==> config.mk <==
export PLATFORM = sky130hd
export DESIGN_NAME = irq_prio_ctrl
export DESIGN_NICKNAME = d
export VERILOG_FILES = /design/src/rtl/irq_pkg.sv /design/src/rtl/irq_cfg_regs.sv /design/src/rtl/irq_pend_latch.sv /design/src/rtl/irq_arbiter.sv /design/src/rtl/irq_prio_ctrl.sv
export SDC_FILE = /design/constraint.sdc
export NUM_CORES = 1
export LEC_CHECK = 0
export BUFFER_PORTS_ARGS = -buffer_cell sky130_fd_sc_hd__clkbuf_2
export CAP_MARGIN = 20
export CORE_ASPECT_RATIO = 0.9
export CORE_UTILIZATION = 60
export DETAILED_ROUTE_END_ITERATION = 8
export PLACE_DENSITY_LB_ADDON = 0.05
export SLEW_MARGIN = 20
export SYNTH_ARGS = -nofsm -noshare
export SYNTH_HDL_FRONTEND = slang
export SYNTH_SLANG_ARGS = --single-unit
==> constraint.sdc <==
create_clock -name clk -period 10.3 [get_ports clk]
set_input_delay 2.575 -clock clk [delete_from_list [all_inputs] [get_ports clk]]
set_output_delay 2.575 -clock clk [all_outputs]
set_load 0.02 [all_outputs]
==> src/rtl/irq_pkg.sv <==
package irq_pkg;
  localparam int LANE_W = 8;

  typedef enum logic [1:0] {
    REG_PRIO   = 2'd0,
    REG_ENABLE = 2'd1,
    REG_MODE   = 2'd2,
    REG_NONE   = 2'd3
  } reg_sel_e;

  function automatic reg_sel_e decode_addr(input int addr, input int prio_regs);
    if (addr < prio_regs)           return REG_PRIO;
    else if (addr == prio_regs)     return REG_ENABLE;
    else if (addr == prio_regs + 1) return REG_MODE;
    else                            return REG_NONE;
  endfunction
endpackage

==> src/rtl/irq_cfg_regs.sv <==
module irq_cfg_regs
  import irq_pkg::*;
#(
  parameter int NUM_IRQ = 32,
  parameter int PRIO_W  = 2,
  parameter int DATA_W  = 32,
  parameter int ADDR_W  = 4
) (
  input  logic                          clk,
  input  logic                          rst_n,
  input  logic [ADDR_W-1:0]             bus_addr,
  input  logic                          bus_wr,
  input  logic [DATA_W/LANE_W-1:0]      bus_be,
  input  logic [DATA_W-1:0]             bus_wdata,
  output logic [DATA_W-1:0]             bus_rdata,
  output logic [NUM_IRQ-1:0][PRIO_W-1:0] prio,
  output logic [NUM_IRQ-1:0]            enable,
  output logic [NUM_IRQ-1:0]            mode
);
  localparam int LANES     = DATA_W / LANE_W;
  localparam int PRIO_REGS = NUM_IRQ / LANES;
  localparam int ID_W      = $clog2(NUM_IRQ);

  logic [NUM_IRQ-1:0][PRIO_W-1:0] prio_q, prio_d;
  logic [NUM_IRQ-1:0]             enable_q, enable_d, mode_q, mode_d;
  logic                           full_word, wr_ok;
  reg_sel_e                       sel;

  assign full_word = (bus_be == '1);
  assign wr_ok     = bus_wr && full_word;
  assign sel       = decode_addr(int'(bus_addr), PRIO_REGS);

  for (genvar g = 0; g < NUM_IRQ; g++) begin : g_prio
    localparam int REG_IDX = g / LANES;
    localparam int LANE    = g % LANES;
    logic we;
    assign we        = wr_ok && (sel == REG_PRIO) && (int'(bus_addr) == REG_IDX);
    assign prio_d[g] = we ? bus_wdata[LANE*LANE_W + LANE_W-1 -: PRIO_W] : prio_q[g];
  end

  assign enable_d = (wr_ok && sel == REG_ENABLE) ? bus_wdata[NUM_IRQ-1:0] : enable_q;
  assign mode_d   = (wr_ok && sel == REG_MODE)   ? bus_wdata[NUM_IRQ-1:0] : mode_q;

  always_ff @(posedge clk or negedge rst_n) begin
    if (!rst_n) begin
      prio_q   <= '0;
      enable_q <= '0;
      mode_q   <= '0;
    end else begin
      prio_q   <= prio_d;
      enable_q <= enable_d;
      mode_q   <= mode_d;
    end
  end

  always_comb begin
    bus_rdata = '0;
    if (full_word) begin
      unique case (sel)
        REG_PRIO: begin
          for (int l = 0; l < LANES; l++) begin
            bus_rdata[l*LANE_W + LANE_W-1 -: PRIO_W] =
              prio_q[ID_W'(int'(bus_addr) * LANES + l)];
          end
        end
        REG_ENABLE: bus_rdata[NUM_IRQ-1:0] = enable_q;
        REG_MODE:   bus_rdata[NUM_IRQ-1:0] = mode_q;
        default:    bus_rdata = '0;
      endcase
    end
  end

  assign prio   = prio_q;
  assign enable = enable_q;
  assign mode   = mode_q;
endmodule

==> src/rtl/irq_pend_latch.sv <==
module irq_pend_latch #(
  parameter int NUM_IRQ = 32
) (
  input  logic               clk,
  input  logic               rst_n,
  input  logic [NUM_IRQ-1:0] irq_in,
  input  logic [NUM_IRQ-1:0] mode,
  input  logic [NUM_IRQ-1:0] clr,
  output logic [NUM_IRQ-1:0] pending
);
  logic [NUM_IRQ-1:0] pend_q, pend_d, prev_q, prev_d, set_lvl, set_pls;

  // level lines set on any high sample, pulse lines only on a rising sample
  assign set_lvl = irq_in & ~mode;
  assign set_pls = irq_in & ~prev_q & mode;
  assign pend_d  = set_lvl | set_pls | (pend_q & ~clr);
  assign prev_d  = irq_in;

  always_ff @(posedge clk or negedge rst_n) begin
    if (!rst_n) begin
      pend_q <= '0;
      prev_q <= '0;
    end else begin
      pend_q <= pend_d;
      prev_q <= prev_d;
    end
  end

  assign pending = pend_q;
endmodule

==> src/rtl/irq_arbiter.sv <==
module irq_arbiter #(
  parameter int NUM_IRQ = 32,
  parameter int PRIO_W  = 2
) (
  input  logic [NUM_IRQ-1:0]             req,
  input  logic [NUM_IRQ-1:0][PRIO_W-1:0] prio,
  output logic                           valid,
  output logic [$clog2(NUM_IRQ)-1:0]     id
);
  localparam int ID_W = $clog2(NUM_IRQ);

  logic [PRIO_W-1:0] best;

  // ascending scan with a strict compare keeps the lowest number on ties
  always_comb begin
    valid = 1'b0;
    id    = '0;
    best  = '1;
    for (int i = 0; i < NUM_IRQ; i++) begin
      if (req[i] && (!valid || prio[i] < best)) begin
        valid = 1'b1;
        best  = prio[i];
        id    = ID_W'(i);
      end
    end
  end
endmodule

==> src/rtl/irq_prio_ctrl.sv <==
module irq_prio_ctrl #(
  parameter int NUM_IRQ = 32,
  parameter int PRIO_W  = 2,
  parameter int DATA_W  = 32,
  parameter int ADDR_W  = 4
) (
  input  logic                       clk,
  input  logic                       rst_n,
  input  logic [NUM_IRQ-1:0]         irq_in,
  input  logic [ADDR_W-1:0]          bus_addr,
  input  logic                       bus_wr,
  input  logic [DATA_W/8-1:0]        bus_be,
  input  logic [DATA_W-1:0]          bus_wdata,
  output logic [DATA_W-1:0]          bus_rdata,
  input  logic                       ack,
  output logic                       sel_valid,
  output logic [$clog2(NUM_IRQ)-1:0] sel_id
);
  logic [NUM_IRQ-1:0][PRIO_W-1:0] prio_w;
  logic [NUM_IRQ-1:0]             enable_w, mode_w, pending_w, clr_w;

  irq_cfg_regs #(
    .NUM_IRQ(NUM_IRQ), .PRIO_W(PRIO_W), .DATA_W(DATA_W), .ADDR_W(ADDR_W)
  ) u_regs (
    .clk(clk), .rst_n(rst_n),
    .bus_addr(bus_addr), .bus_wr(bus_wr), .bus_be(bus_be),
    .bus_wdata(bus_wdata), .bus_rdata(bus_rdata),
    .prio(prio_w), .enable(enable_w), .mode(mode_w)
  );

  assign clr_w = (ack && sel_valid) ? (NUM_IRQ'(1) << sel_id) : '0;

  irq_pend_latch #(.NUM_IRQ(NUM_IRQ)) u_pend (
    .clk(clk), .rst_n(rst_n), .irq_in(irq_in), .mode(mode_w),
    .clr(clr_w), .pending(pending_w)
  );

  irq_arbiter #(.NUM_IRQ(NUM_IRQ), .PRIO_W(PRIO_W)) u_arb (
    .req(pending_w & enable_w), .prio(prio_w), .valid(sel_valid), .id(sel_id)
  );
endmodule

Word-level counts from Yosys, hierarchy flattened
Cells that the tools add are included.

Bits in writable memories: 0. Bits in read-only memories: 0. Memories: 0. Bits in latches: 0. Register bits after elaboration: 192. Output and inout port bits: 38. Logic and storage cells: 325.

Mux-type cells: 119. Reductions and logical operators: 108. Add/subtract/negate cells: 3. Order comparisons: 36. Shift-type cells: 1. $mul: 0. Bitwise logic cells: 10. Eq/ne operators: 12. Div/mod/pow operators: 0.

Operator list (count): $and 32x32->32 (5); $not 32->32 (3); $mux 2 (43); $mux 5 (16); $mux 32 (2); $or 32x32->32 (2); $lt 2x2->1 (31); $pmux 6 s2 (4); $logic_and 1x1->1 (44); $mux 1 (34); $mux 4 (8); $shl 1x5->32 const A (1); $logic_not 1->1 (31); $logic_or 1x1->1 (31); $bmux 2 s5 (3); $eq 4x4->1 const B (7); $lt 5x7->1 const B (4); $pmux 2 s3 (4); $mux 3 (4); $add 5x2->5 const B (2); $eq 4x3->1 const B (2); $bmux 2 s3 (1); $add 5x1->5 const B (1); $eq 4x2->1 const B (1); other kinds (5) (5).

Logic depth before layout (Yosys ltp)
Depth after elaboration: 131. Mapped depth: 28. Mapped depth without buffers: 26.

By module
A second synthesis with hierarchy kept.

Cells, all modules: 1182. Area, all modules: 11735.0 µm².

By module, submodules not included: irq_cfg_regs (cells each 404, seq. area each 3203.1 µm², instances 1, area an instance 5899.4 µm²); irq_arbiter (cells each 530, seq. area each 0.0 µm², instances 1, area an instance 3175.5 µm²); irq_pend_latch (cells each 160, seq. area each 1601.5 µm², instances 1, area an instance 2122.0 µm²); irq_prio_ctrl (cells each 88, seq. area each 0.0 µm², instances 1, area an instance 538.0 µm²).

Worst setup path after synthesis
No wires, ideal clock.

Path kind: reg-to-output. Start point: reg u_pend.pend_q[1], in the netlist u_pend.pending[1]. End point: out sel_id[1]. Buffers on the path: 1. Slack: 2114 ps. Cell stages (with the launch flop): 25. Arrival: 5611 ps. Path through: dfrtp_1 > buf_2 > nand3b_1 > o2111a_1 > nand3_1 > or4_1 > a211oi_2 > a211oi_1 > o41ai_2 > nand4_1 > o211ai_2 > a31oi_4 > a21boi_0 > mux2i_1 > ha_1 > o21ai_0 > inv_1 > a21oi_1 > a31o_2 > a21oi_1 > ha_1 > and4b_1 > a221o_1 > or2b_1 > or2_2.

Word-level cells in the longest chain between the ends: 123. Elaborated cells on any way between the ends: 212. Classes of those cells: order compare: 30; mux: 90; bitwise: 1; reduce/logical: 91.

RTL lines: start: declaration (RTL line irq_pend_latch.sv:11) `logic [NUM_IRQ-1:0] pend_q, pend_d, prev_q, prev_d, set_lvl, set_pls;`; start signal: assignment (RTL line irq_pend_latch.sv:24) `pend_q <= pend_d;`; $and 32x32->32 (*) (RTL line irq_prio_ctrl.sv:39) `.req(pending_w & enable_w), .prio(prio_w), .valid(sel_valid), .id(sel_id)`; $logic_and 1x1->1 (*) (RTL line irq_arbiter.sv:20) `if (req[i] && (!valid || prio[i] < best)) begin`; $mux 2 / $mux 1 (equally long branches) (RTL line irq_arbiter.sv:20); $lt 2x2->1 / $logic_not 1->1 (equally long branches) (RTL line irq_arbiter.sv:20); $logic_or 1x1->1 (RTL line irq_arbiter.sv:20); $logic_and 1x1->1 (RTL line irq_arbiter.sv:20); $mux 2 / $mux 1 (equally long branches) (RTL line irq_arbiter.sv:20); $lt 2x2->1 / $logic_not 1->1 (equally long branches) (RTL line irq_arbiter.sv:20); (+107 left out); $lt 2x2->1 / $logic_not 1->1 (equally long branches) (RTL line irq_arbiter.sv:20); $logic_or 1x1->1 (RTL line irq_arbiter.sv:20); $logic_and 1x1->1 (RTL line irq_arbiter.sv:20); $mux 2 / $mux 1 (equally long branches) (RTL line irq_arbiter.sv:20); $lt 2x2->1 / $logic_not 1->1 (equally long branches) (RTL line irq_arbiter.sv:20); $logic_or 1x1->1 (RTL line irq_arbiter.sv:20); $logic_and 1x1->1 (RTL line irq_arbiter.sv:20); $mux 5 (*) (RTL line irq_arbiter.sv:20); end: declaration (RTL line irq_prio_ctrl.sv:17) `output logic [$clog2(NUM_IRQ)-1:0] sel_id`.

Every way passes the cells marked *; elsewhere a longest branch is shown, timed or not.

Final worst setup path
Start point: reg u_regs.prio_q (netlist bit u_regs.prio[1]). End point: out sel_id[1].

Word-level cells in the longest chain between the ends: 125. Elaborated cells on any way between the ends: 214. Classes of those cells: order compare: 31; mux: 91; reduce/logical: 92.

RTL lines: start: declaration (RTL line irq_cfg_regs.sv:24) `logic [NUM_IRQ-1:0][PRIO_W-1:0] prio_q, prio_d;`; start signal: assignment (RTL line irq_cfg_regs.sv:50) `prio_q <= prio_d;`; $mux 2 (*) (RTL line irq_arbiter.sv:20); $lt 2x2->1 (RTL line irq_arbiter.sv:20); $logic_or 1x1->1 (RTL line irq_arbiter.sv:20); $logic_and 1x1->1 (RTL line irq_arbiter.sv:20); $mux 2 / $mux 1 (equally long branches) (RTL line irq_arbiter.sv:20); $lt 2x2->1 / $logic_not 1->1 (equally long branches) (RTL line irq_arbiter.sv:20); $logic_or 1x1->1 (RTL line irq_arbiter.sv:20); $logic_and 1x1->1 (RTL line irq_arbiter.sv:20); (+109 left out); $lt 2x2->1 / $logic_not 1->1 (equally long branches) (RTL line irq_arbiter.sv:20); $logic_or 1x1->1 (RTL line irq_arbiter.sv:20); $logic_and 1x1->1 (RTL line irq_arbiter.sv:20); $mux 2 / $mux 1 (equally long branches) (RTL line irq_arbiter.sv:20); $lt 2x2->1 / $logic_not 1->1 (equally long branches) (RTL line irq_arbiter.sv:20); $logic_or 1x1->1 (RTL line irq_arbiter.sv:20); $logic_and 1x1->1 (RTL line irq_arbiter.sv:20); $mux 5 (*) (RTL line irq_arbiter.sv:20).

Marks and branches as above.

==> results.py <==
metrics = {
    "floorplanning": {
        "dieArea_um2": 20200,
        "pin_count": 114,
        "initial_core_util_pct": 61.3,
        "chipWidth_um": 150,
        "placementRows": 48,
        "core_um2": 19200,
        "die_h_um": 135,
    },
    "setup_path": {
        "critPathKind": "reg -> out",
        "startpoint": "u_regs.prio[1]$_DFFE_PN0P_",
        "cp_max_fo": 7,
        "startpoint_type": "flop",
        "cp-end-kind": "output pin",
        "worstReg2RegStart": "u_regs.prio[1]$_DFFE_PN0P_",
        "worstPathRequired_ns": 7.73,
        "worstPathArrival_ns": 7.38,
    },
    "detailed_routing": {
        "routed_wl_mm": 40.5,
        "vias": 11200,
        "drt_iter0_markers": 1277,
        "drcViolationCount": 0,
        "vias_per_cell": 7.20,
        "first_pass_iters": 9,
        "ant_nets": 0,
        "wl_per_cell_um": 26.1,
    },
    "grt": {
        "grt_pass1_wl_mm": 61.1,
        "antenna_found_initial": 0,
        "grt_pass1_vias": 10200,
        "grt.total_usage_pct": 41.2,
        "grt_max_degree": 110,
        "globalRouteOverflowTotal": 0,
    },
    "clocking": {
        "cts_tree": "done",
        "htreeDepth": 4,
        "postCtsSetupRepairBufs": 0,
        "cts.clk_slew.worst_paths_ns": 0.07,
        "cts.path.max_buffers": 2,
        "cts.sinks": 192,
        "root_buffer": "clkbuf_16",
        "clk_latency_ns": 0.45,
        "cts_buffers": 17,
    },
    "synth": {
        "yosysMostFrequentCell": "dfrtp_1",
        "syn_area_per_cell_um2": 9.87,
        "syn-num-nets": 1275,
        "netlist_instances": 1193,
        "syn_area_um2": 11800,
        "synth.top_cell.area_share_pct": 40.8,
        "ys_warn_count": 0,
        "synth.distinct_cells": 96,
        "yosys.area.top_type": "dfrtp_1",
        "synth-async-reset-ratio_pct": 100,
        "synth-seq-area-share_pct": 40.8,
        "synth_ff_type": "dfrtp_1",
        "synth-edff-count": 0,
        "ys_seq_elements": 192,
        "synth_common_cells": "dfrtp_1, nand2_1, mux2_2, nor2_1, a21oi_1",
        "synthTopCellsByArea": "dfrtp_1, mux2_2, nand2_1",
    },
    "timing": {
        "hold_viol": 0,
        "fmax_mhz": 100,
        "skew_ns": 0.0210,
        "setup_viol": 0,
        "maxSlewHeadroom_pct": 32.4,
        "min_period_ns": 9.96,
        "post-route-period-util_pct": 96.7,
        "maxSlewViolCount": 0,
        "tightest_slew_ns": 1.00,
    },
    "min_path": {
        "min_from": "u_pend.pending[31]$_DFF_PN0_",
        "hold_class": "reg -> reg",
    },
    "pwr": {
        "power_density_nw_per_um2": 209,
        "vdd_drop_max_v": 0.000209,
        "leakage_nw": 5.69,
        "power_w": 0.00276,
    },
    "cells_and_area": {
        "seqCellArea_um2": 4800,
        "drive_above_1_share_pct": 26.1,
        "syn2layout_area_growth_pct": 12.1,
        "nNetsFinal": 1373,
        "instances_no_fill": 1554,
        "multi_input_area_um2": 6710,
        "diodes": 0,
        "fillCellCount": 1532,
    },
    "status": {
        "status": "finished clean",
    },
    "place": {
        "dp_hpwl_mm": 30.1,
        "io_buffers": 113,
        "dp_cells": 1522,
        "routabilityCongestion": 1.04,
    },
    "flow_run": {
        "max_cap_viol_count": 0,
    },
}
[state kept, by name, indices dropped and copies added, names as in the netlist]
register	cells
u_regs.mode	32
u_regs.prio	64
u_regs.enable	32
u_pend.prev_q	32
u_pend.pending	32
[cells by family (layout without fill, tap and decap cells)]
family,count (synthesis),count (layout),synth area share [%]
buf+inv,68,179,2.27
fa+ha+maj,7,7,0.723
simple gates,437,437,19.0
mux,148,148,15.7
compound gates,341,341,21.5
flops,192,192,40.8
[worst paths after layout]
kind	end	slack, ns	depth (start not counted)
max	sel_id[1]	0.34	24
min	u_pend.pending[31]$_DFF_PN0_	0.54	2
max reg2reg	u_pend.pending[2]$_DFF_PN0_	2.71	25
min reg2reg	u_pend.pending[31]$_DFF_PN0_	0.54	2
max in group asynchronous	u_regs.prio[15]$_DFFE_PN0P_	6.77	2
min in group asynchronous	u_regs.prio[29]$_DFFE_PN0P_	2.25	1
[routing by layer]
layer	share of wire [%]	track usage, %
met1	41	58.9
met2	41	57.5
met3	13	12.9
met4	3.9	16.2
met5	0.20	3.00
[repair_timing]
item	CTS	global route
hold buffers	0	0
resized for setup	0	1
setup endpoints to repair	0	1
[placed cells by master (no fill, tap or decap), types with 5 or more instances in the layout]
cell type and count:
a211o_1 6, a211oi_1 9, a21boi_0 15, a21o_1 8
a21oi_1 62, a222oi_1 11, a22o_1 10, a22oi_1 27
a31oi_1 22, a41oi_1 17, and2_1 11, and3_1 9
and3b_1 5, and4_1 5, buf_4 12, clkbuf_16 17
clkbuf_2 112, clkinv_8 5, dfrtp_1 192, ha_1 6
inv_1 20, mux2_2 131, mux4_2 16, nand2_1 132
nand2b_1 12, nand3_1 39, nand3b_1 9, nand4_1 22
nor2_1 112, nor2b_1 7, nor3_1 19, nor3b_1 7
nor4_1 10, o211ai_1 10, o21ai_0 37, o21bai_1 7
o22ai_1 10, o31a_1 7, o31ai_1 10
[worst max-delay path: stages, from the launching register on]
cell	delay, ns
dfrtp_1	0.49
nand3b_1	0.30
o2111a_1	0.31
nand3_1	0.28
or4_1	0.74
a211oi_2	0.37
a211oi_1	0.10
o41ai_2	0.46
nand4_1	0.19
o211ai_2	0.34
a31oi_4	0.16
a21boi_0	0.33
mux2i_1	0.29
ha_1	0.26
o21ai_0	0.23
inv_1	0.07
a21oi_1	0.12
a31o_2	0.20
a21oi_1	0.11
ha_1	0.29
and4b_1	0.26
a221o_1	0.28
or2b_1	0.29
or2_2	0.31
clkbuf_2	0.17
[area by class of cell]
type	count	area share, %
timing repair buffer	126	5.12
clock inverter	14	1.38
inverter	21	0.597
sequential	192	36.4
clock buffer	18	3.25
tap	250	2.37
multi-input combinational	933	50.9
[report_power, final]
group | internal, W | total (W) | leakage, nW | switching (W)
clock | 0.000334 | 0.000690 | 0.295 | 0.000356
sequential | 0.000825 | 0.000933 | 2.37 | 0.000108
combinational | 0.000362 | 0.00114 | 3.03 | 0.000776
total | 0.00152 | 0.00276 | 5.69 | 0.00124
[metrics by stage]
stage	setup slack (ns)	hold WS, ns	TNS [ns]	utilization [%]	instance area (um2)
after floorplan	2.11	0.468	0	-	11800
after global placement	1.28	0.491	0	65.4	12600
after detailed placement	1.09	0.500	0	65.4	12600
after CTS	0.579	0.528	0	68.6	13200
after global routing	-0.0171	0.556	-0.0171	68.7	13200
final	0.343	0.539	0	68.7	13200
Note: power is estimated with default switching activity, not from simulation.
